--- src/rtl/alu8_pkg.sv ---
package alu8_pkg;

  localparam int unsigned SEL_W = 4;

  typedef enum logic [SEL_W-1:0] {
    OP_ADD  = 4'd0,
    OP_SUB  = 4'd1,
    OP_MUL  = 4'd2,
    OP_SHL  = 4'd3,
    OP_ROR  = 4'd4,
    OP_AND  = 4'd5,
    OP_OR   = 4'd6,
    OP_XOR  = 4'd7,
    OP_NAND = 4'd8,
    OP_NOT  = 4'd9
  } alu_op_e;

endpackage

--- src/rtl/alu8_arith.sv ---
module alu8_arith #(
  parameter int unsigned W = 8
) (
  input  logic [W-1:0] opd_a,
  input  logic [W-1:0] opd_b,
  output logic [W-1:0] sum,
  output logic [W-1:0] diff,
  output logic [W-1:0] prod
);

  // partial products, each already truncated to W bits
  logic [W-1:0] pp  [W];
  logic [W-1:0] acc [W+1];

  assign sum  = opd_a + opd_b;
  assign diff = opd_a - opd_b;

  assign acc[0] = '0;
  for (genvar k = 0; k < W; k++) begin : g_pp
    assign pp[k]    = opd_b[k] ? (opd_a << k) : '0;
    assign acc[k+1] = acc[k] + pp[k];
  end

  assign prod = acc[W];

endmodule

--- src/rtl/alu8_shift.sv ---
module alu8_shift #(
  parameter int unsigned W = 8
) (
  input  logic [W-1:0] opd_a,
  input  logic [W-1:0] opd_b,
  output logic [W-1:0] shl,
  output logic [W-1:0] ror
);

  localparam int unsigned SH_W = $clog2(W);

  logic [W-1:0] shl_st [SH_W+1];
  logic [W-1:0] ror_st [SH_W+1];
  logic         shl_over;

  assign shl_st[0] = opd_a;
  assign ror_st[0] = opd_a;

  // log2(W) stages, stage k moves by 2^k when amount bit k is set
  for (genvar k = 0; k < SH_W; k++) begin : g_stage
    localparam int unsigned D = 1 << k;
    assign shl_st[k+1] = opd_b[k] ? {shl_st[k][W-1-D:0], {D{1'b0}}} : shl_st[k];
    assign ror_st[k+1] = opd_b[k] ? {ror_st[k][D-1:0], ror_st[k][W-1:D]} : ror_st[k];
  end

  // any amount bit at or above log2(W) means the shift runs past the width
  assign shl_over = |opd_b[W-1:SH_W];

  assign shl = shl_over ? '0 : shl_st[SH_W];
  assign ror = ror_st[SH_W];

endmodule

--- src/rtl/alu8_logic.sv ---
module alu8_logic #(
  parameter int unsigned W = 8
) (
  input  logic [W-1:0] opd_a,
  input  logic [W-1:0] opd_b,
  output logic [W-1:0] and_o,
  output logic [W-1:0] or_o,
  output logic [W-1:0] xor_o,
  output logic [W-1:0] nand_o,
  output logic [W-1:0] not_o
);

  assign and_o  = opd_a & opd_b;
  assign or_o   = opd_a | opd_b;
  assign xor_o  = opd_a ^ opd_b;
  assign nand_o = ~and_o;
  assign not_o  = ~opd_a;

endmodule

--- src/rtl/alu8_core.sv ---
module alu8_core
  import alu8_pkg::*;
#(
  parameter int unsigned W          = 8,
  parameter bit          REGISTERED = 1'b1
) (
  input  logic             clk,
  input  logic             rst_sync,
  input  logic [W-1:0]     opd_a,
  input  logic [W-1:0]     opd_b,
  input  logic [SEL_W-1:0] op_sel,
  output logic [W-1:0]     result
);

  logic [W-1:0] sum, diff, prod;
  logic [W-1:0] shl, ror;
  logic [W-1:0] and_o, or_o, xor_o, nand_o, not_o;
  logic [W-1:0] result_nxt;

  alu8_arith #(.W(W)) u_arith (
    .opd_a (opd_a),
    .opd_b (opd_b),
    .sum   (sum),
    .diff  (diff),
    .prod  (prod)
  );

  alu8_shift #(.W(W)) u_shift (
    .opd_a (opd_a),
    .opd_b (opd_b),
    .shl   (shl),
    .ror   (ror)
  );

  alu8_logic #(.W(W)) u_logic (
    .opd_a  (opd_a),
    .opd_b  (opd_b),
    .and_o  (and_o),
    .or_o   (or_o),
    .xor_o  (xor_o),
    .nand_o (nand_o),
    .not_o  (not_o)
  );

  // function select
  always_comb begin
    case (op_sel)
      OP_ADD:  result_nxt = sum;
      OP_SUB:  result_nxt = diff;
      OP_MUL:  result_nxt = prod;
      OP_SHL:  result_nxt = shl;
      OP_ROR:  result_nxt = ror;
      OP_AND:  result_nxt = and_o;
      OP_OR:   result_nxt = or_o;
      OP_XOR:  result_nxt = xor_o;
      OP_NAND: result_nxt = nand_o;
      OP_NOT:  result_nxt = not_o;
      default: result_nxt = '0;
    endcase
  end

  if (REGISTERED) begin : g_reg
    logic [W-1:0] result_q;
    always_ff @(posedge clk) begin
      if (rst_sync) begin
        result_q <= '0;
      end else begin
        result_q <= result_nxt;
      end
    end
    assign result = result_q;
  end else begin : g_comb
    assign result = result_nxt;
  end

endmodule

--- config.mk ---
export PLATFORM = sky130hd
export DESIGN_NAME = alu8_core
export DESIGN_NICKNAME = d
export VERILOG_FILES = /design/src/rtl/alu8_pkg.sv /design/src/rtl/alu8_arith.sv /design/src/rtl/alu8_shift.sv /design/src/rtl/alu8_logic.sv /design/src/rtl/alu8_core.sv
export SDC_FILE = /design/constraint.sdc
export NUM_CORES = 1
export LEC_CHECK = 0
export ABC_AREA = 1
export CORE_MARGIN = 8
export CORE_UTILIZATION = 32
export DETAILED_ROUTE_END_ITERATION = 8
export GPL_TIMING_DRIVEN = 0
export PLACE_DENSITY = 0.59
export SYNTH_ARGS = -nofsm -noshare
export SYNTH_HDL_FRONTEND = slang
export SYNTH_HIERARCHICAL = 1
export SYNTH_SLANG_ARGS = --single-unit
--- constraint.sdc ---
create_clock -name clk -period 5.9 [get_ports clk]
set_input_delay 1.475 -clock clk [delete_from_list [all_inputs] [get_ports clk]]
set_output_delay 1.475 -clock clk [all_outputs]
set_load 0.01 [all_outputs]
Word level (Yosys, flattened, before mapping). Index checks and enable logic that the tools add are counted.

$add $sub $neg: 9. Equal/unequal tests: 9. Muxes and demuxes: 16. Bitwise operators: 5. Reduce and logical (&&, ||, !) cells: 2.

Operators by type and width (number): $mux W8 (15); $pmux W8 S10 (1); $add A8 B8 Y8 (8); $eq A4 B3 Y1 const B (4); $not A8 Y8 (2); $and A8 B8 Y8 (1); $eq A4 B2 Y1 const B (2); $eq A4 B4 Y1 const B (2); $or A8 B8 Y8 (1); $sub A8 B8 Y8 (1); $xor A8 B8 Y8 (1); $reduce_or A5 Y1 (1); $eq A4 B1 Y1 const B (1); $logic_not A4 Y1 (1).

Bits in registers: 8. Input bits: 22. Output and inout bits: 8. Word-level logic and storage cells: 42.

Longest topological paths before layout.
Depth after elaboration: 9. Mapped depth: 29. Depth with buffers taken out: 28.

Modules after synthesis. The synthesis kept the hierarchy.

By module, submodules not included: alu8_arith (times used 1, cells an instance 248, area each 1585.3 µm², sequential area each 0.0 µm²); alu8_core (times used 1, cells an instance 203, area each 1084.8 µm², sequential area each 160.2 µm²); alu8_shift (times used 1, cells an instance 115, area each 593.1 µm², sequential area each 0.0 µm²); alu8_logic (times used 1, cells an instance 56, area each 420.4 µm², sequential area each 0.0 µm²).

Least setup slack after synthesis. No wires, ideal clock.

Path kind: input -> register. From: input opd_a[0]. To: register g_reg.result_q[7] (netlist: result[7]). Library setup time: 109 ps. Arrival time: 4878 ps. Required time: 5791 ps. Setup slack: 912 ps. Stages: 26. Path buffers: 1. Cell sequence: buf_6 nand2_1 inv_1 fa_1 fa_1 fa_1 ha_1 ha_1 inv_1 fa_1 inv_1 nand3_1 nand2_1 o21ai_2 nand2_1 nand2_1 nand2_1 nand3_1 nand2_1 inv_1 nand3_1 nand2_1 nor2_1 nand3_1 nand2_1 inv_1.

Cells in the longest elaborated chain, start to end: 9. Elaborated cells between the ends (all ways): 25. Classes of those cells: 9 x add/sub; 16 x mux.

RTL lines: from (decl) (RTL line alu8_core.sv:9) `input logic [W-1:0] opd_a,`; $mux W8 (RTL line alu8_arith.sv:20) `assign pp[k] = opd_b[k] ? (opd_a << k) : '0;`; $add A8 B8 Y8 (6 in series) (RTL line alu8_arith.sv:21) `assign acc[k+1] = acc[k] + pp[k];`; $add A8 B8 Y8 * (RTL line alu8_arith.sv:21); net prod[7] (RTL line alu8_core.sv:15) `logic [W-1:0] sum, diff, prod;`; $pmux W8 S10 * (RTL line alu8_core.sv:47) `case (op_sel)`; to (signal assigned) (RTL line alu8_core.sv:68) `result_q <= result_nxt;`; to (decl) (RTL line alu8_core.sv:63) `logic [W-1:0] result_q;`.

The timed path passes the listed nets; every way through them passes the cells marked *. A chain may end at the register's enable or synchronous reset.

Worst setup path in the final report.
From: input opd_a[5]. To: register g_reg.result_q[7] (netlist: result[7]).

Cells in the longest elaborated chain, start to end: 9. Elaborated cells between the ends (all ways): 20. Classes of those cells: 9 x add/sub; 11 x mux.

RTL lines (RTL line): $mux W8 (alu8_arith.sv:20); $add A8 B8 Y8 (alu8_arith.sv:21); $add A8 B8 Y8 * (6 in series) (alu8_arith.sv:21); net prod[7] (alu8_core.sv:15); $pmux W8 S10 * (alu8_core.sv:47).

Marked as above.

==> parameters.txt <==
Parameter                              Value

Synthesis
  Netlist cell types ... 30
  Syn_area_per_cell ... 5.922 sq um
  Portion of the post-synthesis area used by sequential elements ... 4.348%
  Mapped Nets ... 708
  Register bit count reported by yosys ... 8
  Summed instance area of the synthesized netlist ... 3684 sq um
  Top cell type's share of synthesized area ... 19.06%
  Count of mapped cells out of synthesis ... 622
  Most area-hungry cell type in the Yosys netlist ... sky130_fd_sc_hd__nand2_1
  Biggest area contributors in the synthesized netlist ... sky130_fd_sc_hd__nand2_1, sky130_fd_sc_hd__nand3_1, sky130_fd_sc_hd__ha_1
  Total number of yosys warnings ... 6

Clock network
  Sink count of the clock tree ... 8
  Post CTS Setup Buffer Count ... 0
  Clock buffer depth ... 2
  CTS clock-pin slew for the worst setup and hold paths ... 40 ps
  Hold buffer count at CTS ... 0
  Maximum level of the CTS H-tree ... 1
  Root buffer cell ... sky130_fd_sc_hd__clkbuf_16
  Number of buffers created by CTS ... 3
  TritonCTS clock tree ... yes

Critical path
  Capture point of the critical path ... result[7]
  CP Max Fanout ... 11
  Required time worst endpoint ... 6030 ps
  Worst Setup Path Type ... primary input to flip-flop
  Setup crit start kind ... primary input
  Crit path top cell by count ... sky130_fd_sc_hd__nand2_1
  Critical path data arrival time ... 5690 ps
  Maximum cell stage delay along the critical path ... 580 ps
  Worst setup EP type ... flip-flop
  Crit-path slowest cell ... sky130_fd_sc_hd__clkdlybuf4s15_1
  Startpoint of the worst setup timing path ... opd_a[5]

Finish
  Number of antenna repair diodes ... 0
  Total of fill cells in the finished design ... 1251
  Post-route non-filler standard cell count ... 797
  Ratio of cells with drive above 1 in the final layout ... 11.31%
  Signed area change from the synthesized netlist to the final layout ... 13.76%
  Flip-flop count of the largest register after layout ... 8
  Nets ... 742

Timing
  Slew of the pin with the lowest slew margin ... 680.5 ps
  Final setup margin ... 335.5 ps
  Highest Clock Rate ... 179.7 MHz
  Pins over their slew limit ... 0
  Number of endpoints failing setup at the final stage ... 0
  Total count of hold-check failures in the final report ... 0
  Post-route clock period utilization ... 94.31%
  Tmin final ... 5564 ps
  Max-slew headroom at the worst pin ... 54.56%
  Unrepaired setup endpoints after global routing ... false

Routing
  Number of design rule violations left after detail routing ... 0
  Routed wirelength normalized by instance count ... 13.90 microns
  First-iteration detailed-routing DRC count ... 186
  DR vias ... 3879
  Detailed-routing iteration count for the pre-antenna-repair pass ... 5
  Routed vias/inst ... 4.867
  Routed wire length ... 11080 microns
  Detail Route Antenna Nets ... 0

Power and ir drop
  Power after layout ... 0.5269 mW
  Leak ... 2.563 nW
  Total power per unit cell area ... 125.7 nW/um^2
  Peak supply drop ... 0.0001191 V

Floorplanning
  Top-level port count ... 30
  Die span in y ... 123.3 microns
  Core region area ... 11320 sq um
  Overall die area ... 15200 sq um
  Count of standard-cell rows ... 39
  Die Span X ... 123.3 microns
  Starting density of the core ... 32.54%

GRT
  Wire length of the first global-routing pass ... 17950 microns
  Global route overflow ... 0
  Maximum number of pins on one net before global-route repair ... 15
  Antenna violations before repair ... 0
  GRT Overall Usage ... 14.69%
  Via count of the first global-routing pass ... 3674

Placement
  Setup slack at placement ... -536.8 ps
  Port Buf Inserts ... 29
  Detailed Place HPWL ... 8409 microns
  Final weighted congestion of routability-driven global placement ... 0.9044
  Placed cells ... 794

Run
  # Max-Cap Violations ... 0

Min path
  Worst min path class ... primary input to flip-flop

Outcome
  Status ... completed
[where the power goes]
group / switching (mW) / total [mW] / internal [mW]
Combinational: 0.222 / 0.355 / 0.133
Sequential: 0.00125 / 0.0607 / 0.0594
Clock: 0.0241 / 0.111 / 0.0871
[cells in the final DEF (no fill, tap or decap), drive strengths merged, types with 3 or more instances in the layout]
cell type | Yosys | final
ha | 48 | 48
inv | 128 | 128
fa | 16 | 16
xor2 | 10 | 10
o21ai | 6 | 6
nand3 | 128 | 128
dlymetal6s2s | 0 | 3
dfxtp | 8 | 8
buf | 20 | 20
nand4 | 3 | 3
clkdlybuf4s50 | 0 | 16
nor2 | 36 | 36
nand2 | 201 | 201
a21oi | 11 | 11
clkbuf | 0 | 12
[what timing repair did]
item	in CTS	in global routing
gates resized for setup	10	22
endpoints found under the setup margin	1	1
endpoints found under the hold margin	0	0
pin swaps	0	0
[area by class of cell]
type / instances / area, sq um / share of cell area [%]
multi-input cells: 465 / 2834 / 67.63
inverters: 129 / 494.2 / 11.79
repair buffers: 29 / 252.7 / 6.032
plain buffers: 20 / 195.2 / 4.658
well taps: 143 / 178.9 / 4.270
flip-flops and latches: 8 / 160.2 / 3.822
clock buffers: 3 / 75.07 / 1.792
[cells by family after synthesis]
| group | count (synthesis) | share of synthesized area [%] |
|---|---|---|
| adders and majority gates | 64 | 25.00 |
| AOI/OAI and AO/OA | 19 | 3.329 |
| and+or+nand+nor | 370 | 45.75 |
| buffers and inverters | 149 | 18.72 |
| xor gates and xnor gates | 12 | 2.853 |
| DFF | 8 | 4.348 |
[worst min-delay path by stage]
stage | slack [ps] | end | cells past startpoint | start
6_report | 1960 | result[0] | 8 | opd_a[0]
5_1_grt | 2010 | result[0] | 8 | opd_a[0]
4_1_cts | 1980 | result[6] | 4 | rst_sync
3_5_place_dp | 2210 | result[2] | 4 | rst_sync
3_3_place_gp | 2210 | result[2] | 4 | rst_sync
2_1_floorplan | 1700 | result[0] | 3 | rst_sync
[stage by stage]
step           instance area [sq um]  hold WS [ps]  utilization [%]  TNS, ps
2_1_floorplan                   3684          1698                -        0
3_3_place_gp                    4153          2209            36.68   -535.5
3_5_place_dp                    4153          2209            36.68   -548.8
4_1_cts                         4215          1976            37.23        0
5_1_grt                         4190          2005            37.01        0
6_report                        4190          1961            37.01        0
[cells in the mapped netlist]
library cell               count
sky130_fd_sc_hd__nand3_2       1
sky130_fd_sc_hd__inv_8         1
sky130_fd_sc_hd__ha_1         48
sky130_fd_sc_hd__nor2_2        4
sky130_fd_sc_hd__fa_1         16
sky130_fd_sc_hd__nor3_1        2
sky130_fd_sc_hd__xnor2_1       2
sky130_fd_sc_hd__nand2_2       9
sky130_fd_sc_hd__inv_1       118
sky130_fd_sc_hd__xor2_1       10
sky130_fd_sc_hd__inv_4         1
sky130_fd_sc_hd__nand4_1       2
sky130_fd_sc_hd__nor2_1       26
sky130_fd_sc_hd__dfxtp_1       8
sky130_fd_sc_hd__nor2_4        6
sky130_fd_sc_hd__nand2_1     187
sky130_fd_sc_hd__nand3_1     127
sky130_fd_sc_hd__clkinv_1      1
sky130_fd_sc_hd__o21ai_1       1
sky130_fd_sc_hd__nand4_2       1
sky130_fd_sc_hd__a21oi_1       9
sky130_fd_sc_hd__buf_4         8
sky130_fd_sc_hd__o21ai_0       2
sky130_fd_sc_hd__a21oi_2       2
sky130_fd_sc_hd__inv_2         8
sky130_fd_sc_hd__nand2_4       5
sky130_fd_sc_hd__o21ai_2       3
sky130_fd_sc_hd__a31oi_1       1
sky130_fd_sc_hd__buf_6        12
sky130_fd_sc_hd__o211ai_2      1
[metal layers]
metal,GRT usage [%],vias up,share of wire (%)
li1,-,1974,-
met1,18.73,1798,46
met2,26.60,101,50
met3,1.370,6,3.6
met4,2.257,0,0.82
met5,0,-,0
[worst max-delay path: cells and delay by family]
family	cells	cell delay, ps
AO/OA/AOI/OAI	1	60
adder cells (fa/ha/maj)	5	2200
buffers and inverters	6	840
AND/OR/NAND/NOR	13	1100
No activity file was read; power rests on OpenSTA's default activity.
